===== src/rtl/wdog_pkg.sv =====
package wdog_pkg;

    // Status word, bit 3 down to bit 0
    typedef struct packed {
        logic timeout;
        logic error;
        logic off;
        logic win_open;
    } wd_status_t;

    // Timing-control write layout
    typedef struct packed {
        logic       sel_cyc;
        logic [2:0] code;
    } tim_wr_t;

    // Fault events produced by the timer in the current cycle
    typedef struct packed {
        logic early;
        logic expire;
    } wd_event_t;

    localparam int CODE_W = 3;
    localparam int MAX_DIV = 14;

    // Even-step divider: 0 -> 1, otherwise 2 * code
    function automatic int div_of(input logic [CODE_W-1:0] code);
        if (code == '0) return 1;
        return 2 * int'(code);
    endfunction

endpackage


===== src/rtl/wdog_cfg_reg.sv =====
module wdog_cfg_reg
    import wdog_pkg::*;
(
    input  logic              clk,
    input  logic              rst,
    input  logic              wr_i,
    input  tim_wr_t           wr_data_i,
    output logic [CODE_W-1:0] wd_code_o,
    output logic [CODE_W-1:0] cyc_code_o
);

    // select bit routes the code to one of two write-only registers
    always_ff @(posedge clk) begin
        if (rst) begin
            wd_code_o  <= '0;
            cyc_code_o <= '0;
        end else if (wr_i) begin
            if (wr_data_i.sel_cyc) cyc_code_o <= wr_data_i.code;
            else                   wd_code_o  <= wr_data_i.code;
        end
    end

    // a cyclic-sense write leaves the watchdog code alone
    a_r1_cyc_keeps_wd: assert property (@(posedge clk) disable iff (rst)
        (wr_i && wr_data_i.sel_cyc) |=> $stable(wd_code_o));

endmodule


===== src/rtl/wdog_window_timer.sv =====
module wdog_window_timer
    import wdog_pkg::*;
#(
    parameter int BASE_TICKS = 16
) (
    input  logic              clk,
    input  logic              rst,
    input  logic              tick_i,
    input  logic              refresh_i,
    input  logic              wd_en_i,
    input  logic              win_en_i,
    input  logic [CODE_W-1:0] code_i,
    output logic              win_open_o,
    output wd_event_t         evt_o,
    output logic              rst_req_o
);

    localparam int CNT_W = $clog2(BASE_TICKS * MAX_DIV + 1);

    logic [CNT_W-1:0] cnt_q;
    logic [CNT_W-1:0] period;
    logic [CNT_W-1:0] half;
    logic             last_tick;

    // divider applies only in windowed operation
    always_comb begin
        if (win_en_i) period = CNT_W'(BASE_TICKS * div_of(code_i));
        else          period = CNT_W'(BASE_TICKS);
        half = period >> 1;
    end

    // window phase
    assign win_open_o = wd_en_i && (!win_en_i || (cnt_q >= half));
    assign last_tick  = (cnt_q >= period - CNT_W'(1));

    // fault events, refresh has priority over a tick
    always_comb begin
        evt_o.early  = wd_en_i && refresh_i && !win_open_o;
        evt_o.expire = wd_en_i && !refresh_i && tick_i && last_tick;
    end

    always_ff @(posedge clk) begin
        if (rst || !wd_en_i) begin
            cnt_q     <= '0;
            rst_req_o <= 1'b0;
        end else begin
            rst_req_o <= evt_o.early || evt_o.expire;
            if (refresh_i)            cnt_q <= '0;
            else if (tick_i) begin
                if (last_tick)        cnt_q <= '0;
                else                  cnt_q <= cnt_q + CNT_W'(1);
            end
        end
    end

    a_r5_early_req: assert property (@(posedge clk) disable iff (rst)
        evt_o.early |=> rst_req_o);
    a_r6_expire_req: assert property (@(posedge clk) disable iff (rst)
        evt_o.expire |=> rst_req_o);
    a_r4_open_refresh: assert property (@(posedge clk) disable iff (rst)
        (wd_en_i && refresh_i && win_open_o) |=> !rst_req_o);
    a_r8_off_quiet: assert property (@(posedge clk) disable iff (rst)
        !wd_en_i |=> !rst_req_o);

endmodule


===== src/rtl/wdog_status.sv =====
module wdog_status
    import wdog_pkg::*;
(
    input  logic       clk,
    input  logic       rst,
    input  logic       access_i,
    input  wd_event_t  evt_i,
    input  logic       off_i,
    input  logic       win_open_i,
    output wd_status_t status_o
);

    logic to_q;
    logic err_q;

    // snapshot on every write or read
    always_ff @(posedge clk) begin
        if (rst) begin
            status_o <= '0;
        end else if (access_i) begin
            status_o.timeout  <= to_q;
            status_o.error    <= err_q;
            status_o.off      <= off_i;
            status_o.win_open <= win_open_i;
        end
    end

    // sticky flags, new events beat the clear-on-access
    always_ff @(posedge clk) begin
        if (rst) begin
            to_q  <= 1'b0;
            err_q <= 1'b0;
        end else begin
            if (evt_i.early || evt_i.expire) to_q <= 1'b1;
            else if (access_i)               to_q <= 1'b0;

            if (evt_i.early)                 err_q <= 1'b1;
            else if (evt_i.expire)           err_q <= 1'b0;
            else if (access_i)               err_q <= 1'b0;
        end
    end

    a_r10_clear_on_access: assert property (@(posedge clk) disable iff (rst)
        (access_i && !evt_i.early && !evt_i.expire) |=> !to_q);
    a_r12_flag_sticky: assert property (@(posedge clk) disable iff (rst)
        (to_q && !access_i) |=> to_q);
    a_r5_early_flags: assert property (@(posedge clk) disable iff (rst)
        evt_i.early |=> (to_q && err_q));

endmodule


===== src/rtl/wdog_window_top.sv =====
module wdog_window_top
    import wdog_pkg::*;
#(
    parameter int BASE_TICKS = 16
) (
    input  logic       clk,
    input  logic       rst,
    input  logic       tick_i,
    input  logic       wr_i,
    input  logic [3:0] wr_data_i,
    input  logic       rd_i,
    input  logic       refresh_i,
    input  logic       win_en_i,
    input  logic       wd_en_i,
    output logic       rst_req_o,
    output logic [3:0] status_o,
    output logic [2:0] cyc_code_o
);

    logic [CODE_W-1:0] wd_code;
    logic              win_open;
    wd_event_t         evt;
    wd_status_t        status;

    wdog_cfg_reg u_cfg (
        .clk        (clk),
        .rst        (rst),
        .wr_i       (wr_i),
        .wr_data_i  (tim_wr_t'(wr_data_i)),
        .wd_code_o  (wd_code),
        .cyc_code_o (cyc_code_o)
    );

    wdog_window_timer #(.BASE_TICKS(BASE_TICKS)) u_timer (
        .clk        (clk),
        .rst        (rst),
        .tick_i     (tick_i),
        .refresh_i  (refresh_i),
        .wd_en_i    (wd_en_i),
        .win_en_i   (win_en_i),
        .code_i     (wd_code),
        .win_open_o (win_open),
        .evt_o      (evt),
        .rst_req_o  (rst_req_o)
    );

    wdog_status u_status (
        .clk        (clk),
        .rst        (rst),
        .access_i   (wr_i || rd_i),
        .evt_i      (evt),
        .off_i      (!wd_en_i),
        .win_open_i (win_open),
        .status_o   (status)
    );

    assign status_o = status;

endmodule


===== config.mk =====
export PLATFORM = sky130hd
export DESIGN_NAME = wdog_window_top
export DESIGN_NICKNAME = d
export VERILOG_FILES = /design/src/rtl/wdog_pkg.sv /design/src/rtl/wdog_cfg_reg.sv /design/src/rtl/wdog_window_timer.sv /design/src/rtl/wdog_status.sv /design/src/rtl/wdog_window_top.sv
export SDC_FILE = /design/constraint.sdc
export NUM_CORES = 1
export LEC_CHECK = 0
export BUFFER_PORTS_ARGS = -buffer_cell sky130_fd_sc_hd__buf_2
export CAP_MARGIN = 0
export CORE_MARGIN = 10
export CORE_UTILIZATION = 57
export DETAILED_ROUTE_END_ITERATION = 12
export PLACE_DENSITY = 0.82
export SLEW_MARGIN = 20
export SYNTH_ARGS = -nofsm -noshare
export SYNTH_HDL_FRONTEND = slang
export SYNTH_SLANG_ARGS = --single-unit
export TNS_END_PERCENT = 1

===== constraint.sdc =====
create_clock -name clk -period 6.4 [get_ports clk]
set_clock_uncertainty 0.15 [all_clocks]
set_input_delay 0.64 -clock clk [delete_from_list [all_inputs] [get_ports clk]]
set_output_delay 0.64 -clock clk [all_outputs]
set_load 0.02 [all_outputs]

==> results of run 1 <==
## critical path, cell delays in order (launching register included)
cell and delay, ns:
sky130_fd_sc_hd__dfxtp_1 0.37, sky130_fd_sc_hd__o31ai_1 0.40, sky130_fd_sc_hd__inv_1 0.09, sky130_fd_sc_hd__ha_1 0.21, sky130_fd_sc_hd__xor2_1 0.16, sky130_fd_sc_hd__ha_1 0.29
sky130_fd_sc_hd__nand4_1 0.07, sky130_fd_sc_hd__or2_1 0.24, sky130_fd_sc_hd__a31o_1 0.23, sky130_fd_sc_hd__o2bb2ai_1 0.15
## area by class of cell
type / count / area, sq um
fill: 157 / 552
tap: 25 / 31.3
inverter: 5 / 18.8
multi-input combinational: 96 / 621
clock buffer: 4 / 26.3
sequential: 21 / 420
timing repair buffer: 19 / 95.1
## Yosys cell counts
| library cell | n |
|---|---|
| sky130_fd_sc_hd__nand3b_1 | 1 |
| sky130_fd_sc_hd__clkbuf_1 | 2 |
| sky130_fd_sc_hd__dfxtp_1 | 21 |
| sky130_fd_sc_hd__nor3_1 | 1 |
| sky130_fd_sc_hd__a31o_1 | 1 |
| sky130_fd_sc_hd__buf_6 | 1 |
| sky130_fd_sc_hd__or2_1 | 1 |
| sky130_fd_sc_hd__o2bb2ai_1 | 1 |
| sky130_fd_sc_hd__nand2_1 | 18 |
| sky130_fd_sc_hd__o21ai_0 | 2 |
| sky130_fd_sc_hd__xor2_1 | 3 |
| sky130_fd_sc_hd__a21oi_1 | 9 |
| sky130_fd_sc_hd__nand2b_1 | 3 |
| sky130_fd_sc_hd__xnor2_1 | 5 |
| sky130_fd_sc_hd__o211ai_1 | 1 |
| sky130_fd_sc_hd__mux2i_1 | 4 |
| sky130_fd_sc_hd__nand4b_1 | 2 |
| sky130_fd_sc_hd__or3_1 | 1 |
| sky130_fd_sc_hd__nand4_2 | 1 |
| sky130_fd_sc_hd__nand4_1 | 3 |
| sky130_fd_sc_hd__nor4b_1 | 1 |
| sky130_fd_sc_hd__o31ai_1 | 1 |
| sky130_fd_sc_hd__o221ai_1 | 1 |
| sky130_fd_sc_hd__ha_1 | 11 |
| sky130_fd_sc_hd__nor2_1 | 18 |
| sky130_fd_sc_hd__nand3_1 | 4 |
| sky130_fd_sc_hd__inv_1 | 5 |
| sky130_fd_sc_hd__a21o_1 | 1 |
| sky130_fd_sc_hd__a31oi_1 | 2 |
## power by group through the flow
stage / Combinational (mW) / Sequential (mW) / Clock, mW
after detailed placement: 0.0289 / 0.140 / 0
after global routing: 0.0326 / 0.137 / 0.0696
after CTS: 0.0289 / 0.137 / 0.0652
after global placement: 0.0276 / 0.139 / 0
final: 0.0288 / 0.137 / 0.0622
after floorplan: 0.0162 / 0.142 / 0
## cells in the final DEF (no fill, tap or decap)
cell	Yosys	final
sky130_fd_sc_hd__a21o_1	1	1
sky130_fd_sc_hd__a21oi_1	9	9
sky130_fd_sc_hd__a31o_1	1	1
sky130_fd_sc_hd__a31oi_1	2	2
sky130_fd_sc_hd__buf_2	0	19
sky130_fd_sc_hd__clkbuf_1	2	1
sky130_fd_sc_hd__clkbuf_4	0	3
sky130_fd_sc_hd__dfxtp_1	21	21
sky130_fd_sc_hd__ha_1	11	11
sky130_fd_sc_hd__inv_1	5	5
sky130_fd_sc_hd__mux2i_1	4	4
sky130_fd_sc_hd__nand2_1	18	18
sky130_fd_sc_hd__nand2b_1	3	3
sky130_fd_sc_hd__nand3_1	4	4
sky130_fd_sc_hd__nand3b_1	1	1
sky130_fd_sc_hd__nand4_1	3	3
sky130_fd_sc_hd__nand4_2	1	1
sky130_fd_sc_hd__nand4b_1	2	2
sky130_fd_sc_hd__nor2_1	18	18
sky130_fd_sc_hd__nor3_1	1	1
sky130_fd_sc_hd__nor4b_1	1	1
sky130_fd_sc_hd__o211ai_1	1	1
sky130_fd_sc_hd__o21ai_0	2	2
sky130_fd_sc_hd__o221ai_1	1	1
sky130_fd_sc_hd__o2bb2ai_1	1	1
sky130_fd_sc_hd__o31ai_1	1	1
sky130_fd_sc_hd__or2_1	1	1
sky130_fd_sc_hd__or3_1	1	1
sky130_fd_sc_hd__xnor2_1	5	5
sky130_fd_sc_hd__xor2_1	3	3
## cell families (layout without fill, tap and decap cells)
kind of cell,Yosys count,after routing
DFF,21,21
muxes,4,4
adders and majority gates,11,11
and+or+nand+nor,54,54
xor gates and xnor gates,8,8
buffers and inverters,8,28
AOI/OAI and AO/OA,19,19
## metal layers
metal,up-vias,share of wire (%)
li1,475,-
met1,431,48
met2,12,48
met3,2,3.6
met4,0,0.40
met5,-,0
## metrics by stage
step	util [%]	instances	setup slack [ns]	total power, mW
2_1_floorplan	-	125	4.13	0.158
3_3_place_gp	67.2	166	3.91	0.167
3_5_place_dp	67.2	166	3.81	0.169
4_1_cts	68.7	170	3.95	0.231
5_1_grt	68.7	170	3.79	0.239
6_report	68.7	170	3.93	0.228
## sequential cells by signal, summed over array words and instances, names as in the netlist
name               count
u_cfg.cyc_code_o       3
u_cfg.wd_code_o        3
u_status.err_q         1
u_status.status_o      4
u_status.to_q          1
u_timer.cnt_q          8
u_timer.rst_req_o      1
## how the worst min path moves through the flow
stage                               from              endpoint  slack, ns
CTS                 u_status.status_o[3]  u_status.status_o[3]       0.31
detailed placement  u_status.status_o[3]  u_status.status_o[3]       0.29
global route        u_status.status_o[3]  u_status.status_o[3]       0.34
finish              u_status.status_o[3]  u_status.status_o[3]       0.30
global placement    u_status.status_o[3]  u_status.status_o[3]       0.29
floorplan                  u_status.to_q         u_status.to_q       0.29
==> results by group, run 1 <==
Outcome
  – Outcome: completed

Floorplan
  – Placeable core region: 0.00176 sq mm
  – Area of the die: 0.00403 sq mm
  – Die W: 63.5 microns
  – Number of placement rows: 15
  – Chip height: 63.5 microns
  – Initial core utilization: 61.1%
  – Num ports: 20

Synthesis
  – Flip-flop and latch count after synthesis: 21
  – Post-Syn Area: 0.00108 sq mm
  – Mux cell area share after synthesis: 3.71%
  – Area share of xor/xnor cells in the synthesized design: 6.50%
  – Number of instances in the synthesized netlist: 125
  – Post-synthesis sequential area ratio: 39.0%
  – Share of the synthesized area in compound gates (AO/OA/AOI/OAI): 10.8%
  – Average size of a mapped cell: 8.63 sq um
  – Biggest area contributors in the synthesized netlist: sky130_fd_sc_hd__dfxtp_1 39%, sky130_fd_sc_hd__ha_1 13%, sky130_fd_sc_hd__nand2_1 6.3%
  – Total nets after synthesis: 148
  – Combinational family with the most area after synthesis: simple AND/OR/NAND/NOR gates
  – Synth top area share: 39.0%
  – Synthesized-area fraction occupied by adder cells: 12.8%
  – Largest area contributor in the netlist: sky130_fd_sc_hd__dfxtp_1
  – Number of warning messages in the yosys log: 0
  – Simple-gate share of the synthesized area: 23.8%
  – Library cells used by synthesis: 29

Drt
  – First DRT Iteration DRCs: 24
  – Average detailed-routed wire length per instance: 13.1 microns
  – Via density: 5.41
  – Number of nets with antenna violations after routing: 0
  – Count of unresolved DRC violations after routing: 0
  – Detailed-route via count: 920
  – Pre-Repair DR Iteration Count: 4
  – Routed wire length: 2220 microns

Final layout
  – Non-Filler Cell Area, Final: 0.00121 sq mm
  – Number of nets in the finished design: 169
  – Diode insertion count for antenna repair: 0
  – Area growth from synthesis to final layout: 12.4%
  – Layout cells sized above 1: 15.9%

Setup path
  – Source of the critical timing path: u_cfg.wd_code_o[1]
  – Crit. End Element: flop
  – Worst EP arrival: 2.51 ns
  – Number of cells on the worst reg-to-reg path: 9
  – Critical Path Source Type: flop
  – Peak fanout along the critical path: 4
  – Required arrival time at the worst endpoint: 6.43 ns
  – End point of the critical path: u_status.err_q
  – Endpoint of the lowest-slack register-to-register path: u_status.err_q
  – Critical path class: flop to flop
  – R2R Setup Slk: 3.93 ns
  – Beginning of the worst register-to-register path: u_cfg.wd_code_o[1]

CTS
  – # hold bufs at CTS: 0
  – Maximum buffer depth of the clock tree: 2
  – Clk Latency, worst-skew pair: 0.29 ns
  – TritonCTS buffer count: 3
  – Clock sink total: 21
  – CTS H-Tree Depth: 1
  – CTS Root Cell: sky130_fd_sc_hd__clkbuf_4
  – Buffers inserted during post-CTS setup optimization: 0
  – Register clock-pin slew on the reported worst setup and hold paths: 0.11 ns
  – CTS tree: built
  – CTS-repair resized insts: 0

Power and ir drop
  – Leakage component of the power: 0.513 nW
  – Power density over cell area: 188 mW/mm^2
  – Share of total power consumed by net switching: 25.3%
  – Share of power burned in combinational logic: 12.6%
  – Total net switching power: 57.7 uW
  – Clock power share: 27.3%
  – Seq pwr share: 60.1%
  – Peak supply drop: 0.000110 V
  – Power Internal: 170 uW

STA
  – Time the final worst path needs with I/O delays and setup: 2.47 ns
  – Fin crit share: 38.7%
  – Headroom to the max-slew limit: 74.3%
  – Worst Max-Slew Pin Slew: 0.382 ns
  – Setup violation total in the final timing report: 0
  – Fin Setup TNS: 0 ns
  – Highest clock rate: 0.404 GHz
  – Final max-slew violation count: 0
  – RSZ-0062 raised after global routing: no
  – Worst hold-check slack: 0.304 ns
  – Hold violation count in the final report: 0

Global route
  – Global-route wire length before repair: 3730 microns
  – Gr ovfl total: 0
  – Gr busiest metal: met2
  – Met1 usage in global routing: 13.4%
  – GR Layer Usage met2: 17.5%
  – Total track usage: 10.8%
  – M3 GR Usage: 3.36%
  – Largest net degree at the start of global routing: 16
  – Vias in the first global route: 893
  – Initial antenna violation count: 0

Placement
  – Global placer's final weighted congestion: 0.841
  – Total of buffers placed on input and output ports: 19
  – Post-detail-place hpwl: 1810 microns
  – Placed Instance Area: 0.00119 sq mm

Run
  – Max-capacitance violation count: 0

Min path
  – Number of cells traversed by the worst hold path: 2
  – Hold/Removal Path Class: flop to flop
(Power assumes the default switching activity.)
==> run 2, diff against run 1 <==
CORE_UTILIZATION = 48   (was 57)
PLACE_DENSITY = 0.73   (was 0.82)
clock period = 2.2 ns   (was 6.4 ns; I/O delays follow)
==> results by group, run 2 (synthesis results as in run 1) <==
Setup path
  – Maximum single-stage delay on the critical path: 0.35 ns (-0.05 ns)
  – R2R Setup Slk: 0.03 ns (-3.90 ns)
  – Critical Path Source Type: flop
  – Number of cells on the worst reg-to-reg path: 9 (unchanged)
  – Critical path class: flop to flop
  – Worst-path cell chain: o31ai_4 -> inv_1 -> ha_2 -> xor2_1 -> ha_1 -> nand4_1 -> or2_1 -> a31o_1 -> a31oi_1
  – Library cell contributing the largest single delay on the critical path: sky130_fd_sc_hd__dfxtp_2
  – Worst EP arrival: 2.25 ns (-0.26 ns)
  – Beginning of the worst register-to-register path: u_cfg.wd_code_o[1]
  – Required arrival time at the worst endpoint: 2.28 ns (-4.15 ns)
  – Crit. End Element: flop
  – Endpoint of the lowest-slack register-to-register path: u_status.to_q
  – Peak fanout along the critical path: 3 (-1)

STA
  – Worst Max-Slew Pin Slew: 0.366 ns (-0.0156 ns)
  – Highest clock rate: 0.460 GHz (+14%)
  – Setup violation total in the final timing report: 0 (unchanged)
  – Time the final worst path needs with I/O delays and setup: 2.17 ns (-0.302 ns)
  – Fin crit share: 98.7% (+60 points)
  – Final max-slew violation count: 0 (unchanged)
  – Hold violation count in the final report: 0 (unchanged)
  – Worst hold-check slack: 0.0285 ns (-0.275 ns)
  – Headroom to the max-slew limit: 75.5% (+1.2 points)
  – Fin Setup TNS: 0 ns (unchanged)
  – RSZ-0062 raised after global routing: yes

CTS
  – Register clock-pin slew on the reported worst setup and hold paths: 0.11 ns (about the same)
  – Clk Latency, worst-skew pair: 0.30 ns (about the same)
  – Clock sink total: 21 (unchanged)
  – TritonCTS buffer count: 3 (unchanged)
  – CTS H-Tree Depth: 1 (unchanged)
  – CTS tree: built
  – CTS Root Cell: sky130_fd_sc_hd__clkbuf_4
  – # hold bufs at CTS: 0 (unchanged)
  – Maximum buffer depth of the clock tree: 2 (unchanged)

Floorplan
  – Num ports: 20 (unchanged)
  – Initial core utilization: 49.7% (-11 points)
  – Chip height: 67.4 microns (+6.1%)
  – Number of placement rows: 17 (+2)
  – Area of the die: 0.00454 sq mm (+13%)
  – Die W: 67.4 microns (+6.1%)
  – Placeable core region: 0.00217 sq mm (+23%)

Drt
  – Average detailed-routed wire length per instance: 12.8 microns (-2.3%)
  – Count of unresolved DRC violations after routing: 0 (unchanged)
  – Via density: 5.11 (-5.6%)
  – Pre-Repair DR Iteration Count: 4 (unchanged)
  – Routed wire length: 2290 microns (+2.9%)
  – First DRT Iteration DRCs: 20 (-17%)
  – Number of nets with antenna violations after routing: 0 (unchanged)
  – Detailed-route via count: 914 (-0.65%)

Final layout
  – Number of fill cells: 210 (+34%)
  – Diode insertion count for antenna repair: 0 (unchanged)
  – Combined area of the multi-input logic cells: 639 sq um (+3.0%)
  – Registers with the most flip-flops: u_timer.cnt_q (8), u_status.status_o (4)
  – Number of nets in the finished design: 175 (+3.6%)
  – Area growth from synthesis to final layout: 19.1%
  – Layout cells sized above 1: 21.9% (+6.0 points)
  – Non-Filler Cell Area, Final: 0.00128 sq mm (+6.0%)
  – Footprint of the flip-flops and latches: 422 sq um (+0.30%)
  – Commonest non-fill, non-tap cell in the layout: sky130_fd_sc_hd__dfxtp_1
  – Most flops, register: u_timer.cnt_q
  – Most frequent cells in the layout: 20 x sky130_fd_sc_hd__dfxtp_1, 19 x sky130_fd_sc_hd__buf_2, 18 x sky130_fd_sc_hd__nand2_1, 17 x sky130_fd_sc_hd__nor2_1, 10 x sky130_fd_sc_hd__ha_1
  – Max reg flops: 8 (unchanged)

Run
  – Max-capacitance violation count: 0 (unchanged)

Min path
  – Hold path start: wr_data_i[2]
  – Hold/Removal Path Class: primary input to flop
  – Number of cells traversed by the worst hold path: 3 (+1)
  – End of the worst hold path: u_cfg.wd_code_o[2]

Placement
  – Post-detail-place hpwl: 1800 microns (-0.35%)
  – Placed Instance Area: 0.00122 sq mm (+2.8%)
  – Global placer's final weighted congestion: 0.789 (-6.2%)
  – Total of buffers placed on input and output ports: 19 (unchanged)

Global route
  – Initial antenna violation count: 0 (unchanged)
  – Vias in the first global route: 885 (-0.90%)
  – Global-route wire length before repair: 3820 microns (+2.6%)
  – Largest net degree at the start of global routing: 16 (unchanged)
  – Gr ovfl total: 0 (unchanged)
  – Total track usage: 10.5% (-0.39 points)

Power and ir drop
  – Power Internal: 504 uW (+200%)
  – Peak supply drop: 0.000324 V (+200%)
  – Clock power share: 26.9% (-0.4 points)
  – Seq pwr share: 58.9% (-1.2 points)
  – Power density over cell area: 526 mW/mm^2 (+180%)
  – Share of total power consumed by net switching: 25.4% (+0.063 points)
  – Total net switching power: 171 uW (+200%)
  – Leakage component of the power: 0.543 nW (+5.7%)
  – Total power draw: 675 uW (+200%)
  – Share of power burned in combinational logic: 14.2% (+1.6 points)

Outcome
  – Outcome: completed
==> run 2: changes by cell type in the layout (fill, tap and decap cells not counted) <==
cell	change
sky130_fd_sc_hd__buf_4	+5
sky130_fd_sc_hd__buf_6	+1
sky130_fd_sc_hd__dfxtp_1	-1
sky130_fd_sc_hd__dfxtp_2	+1
sky130_fd_sc_hd__ha_1	-1
sky130_fd_sc_hd__ha_2	+1
sky130_fd_sc_hd__nor2_1	-1
sky130_fd_sc_hd__nor2_2	+1
sky130_fd_sc_hd__o31ai_1	-1
sky130_fd_sc_hd__o31ai_4	+1
==> run 2: cell type report <==
| cell class | count | share of cell area [%] |
|---|---|---|
| tap | 28 | 2.73 |
| multi-input combinational | 96 | 49.8 |
| inverter | 5 | 1.46 |
| timing repair buffer | 25 | 11.2 |
| clock buffer | 4 | 2.04 |
| sequential | 21 | 32.8 |
==> run 2: worst max-delay path by stage <==
stage / startpoint / end / slack (ns) / cells past startpoint
after CTS: u_cfg.wd_code_o[2] / u_status.err_q / 0.006 / 9
final: u_cfg.wd_code_o[1] / u_status.to_q / 0.03 / 9
after global routing: u_cfg.wd_code_o[0] / u_status.to_q / -0.11 / 9
after floorplan: u_cfg.wd_code_o[1] / u_status.err_q / 0.004 / 9
after global placement: u_cfg.wd_code_o[1] / u_status.err_q / 0.03 / 9
after detailed placement: u_cfg.wd_code_o[0] / u_timer.cnt_q[0] / -0.005 / 9
==> run 2: critical path, delay by kind of cell, from the launching register on <==
kind	cells	cell delay (ns)
compound gates	3	0.62
xor+xnor	1	0.15
fa+ha+maj	2	0.46
buf+inv	1	0.08
flops	1	0.35
simple gates	2	0.28
==> run 2: per-layer routing <==
metal	GRT usage [%]	routed length (microns)	share of wire (%)	vias up
met5	0	0	0	-
li1	-	-	-	483
met2	18.8	1190	52	12
met4	3.08	14	0.61	0
met3	1.98	55	2.4	2
met1	12.2	1030	45	417
==> run 2: power groups by stage <==
stage	combinational, mW	clock [mW]	sequential (mW)
floorplan	0.0471	0	0.412
global placement	0.0878	0	0.404
detailed placement	0.0893	0	0.405
CTS	0.0923	0.193	0.397
global route	0.107	0.214	0.400
finish	0.0959	0.182	0.398
==> run 2: metrics by stage <==
| step | utilization [%] | cells | setup slack [ns] |
|---|---|---|---|
| 3_3_place_gp | 56.2 | 173 | 0.0276 |
| 3_5_place_dp | 56.2 | 173 | -0.00454 |
| 5_1_grt | 59.2 | 179 | -0.110 |
| 4_1_cts | 58.0 | 178 | 0.00628 |
| 6_report | 59.2 | 179 | 0.0278 |
| 2_1_floorplan | - | 125 | 0.00409 |
==> run 2: what timing repair did <==
item | CTS | global route
pin swaps | 1 | 8
setup endpoints to repair | 11 | 11
resized for setup | 1 | 5
buffers inserted | 1 | 1
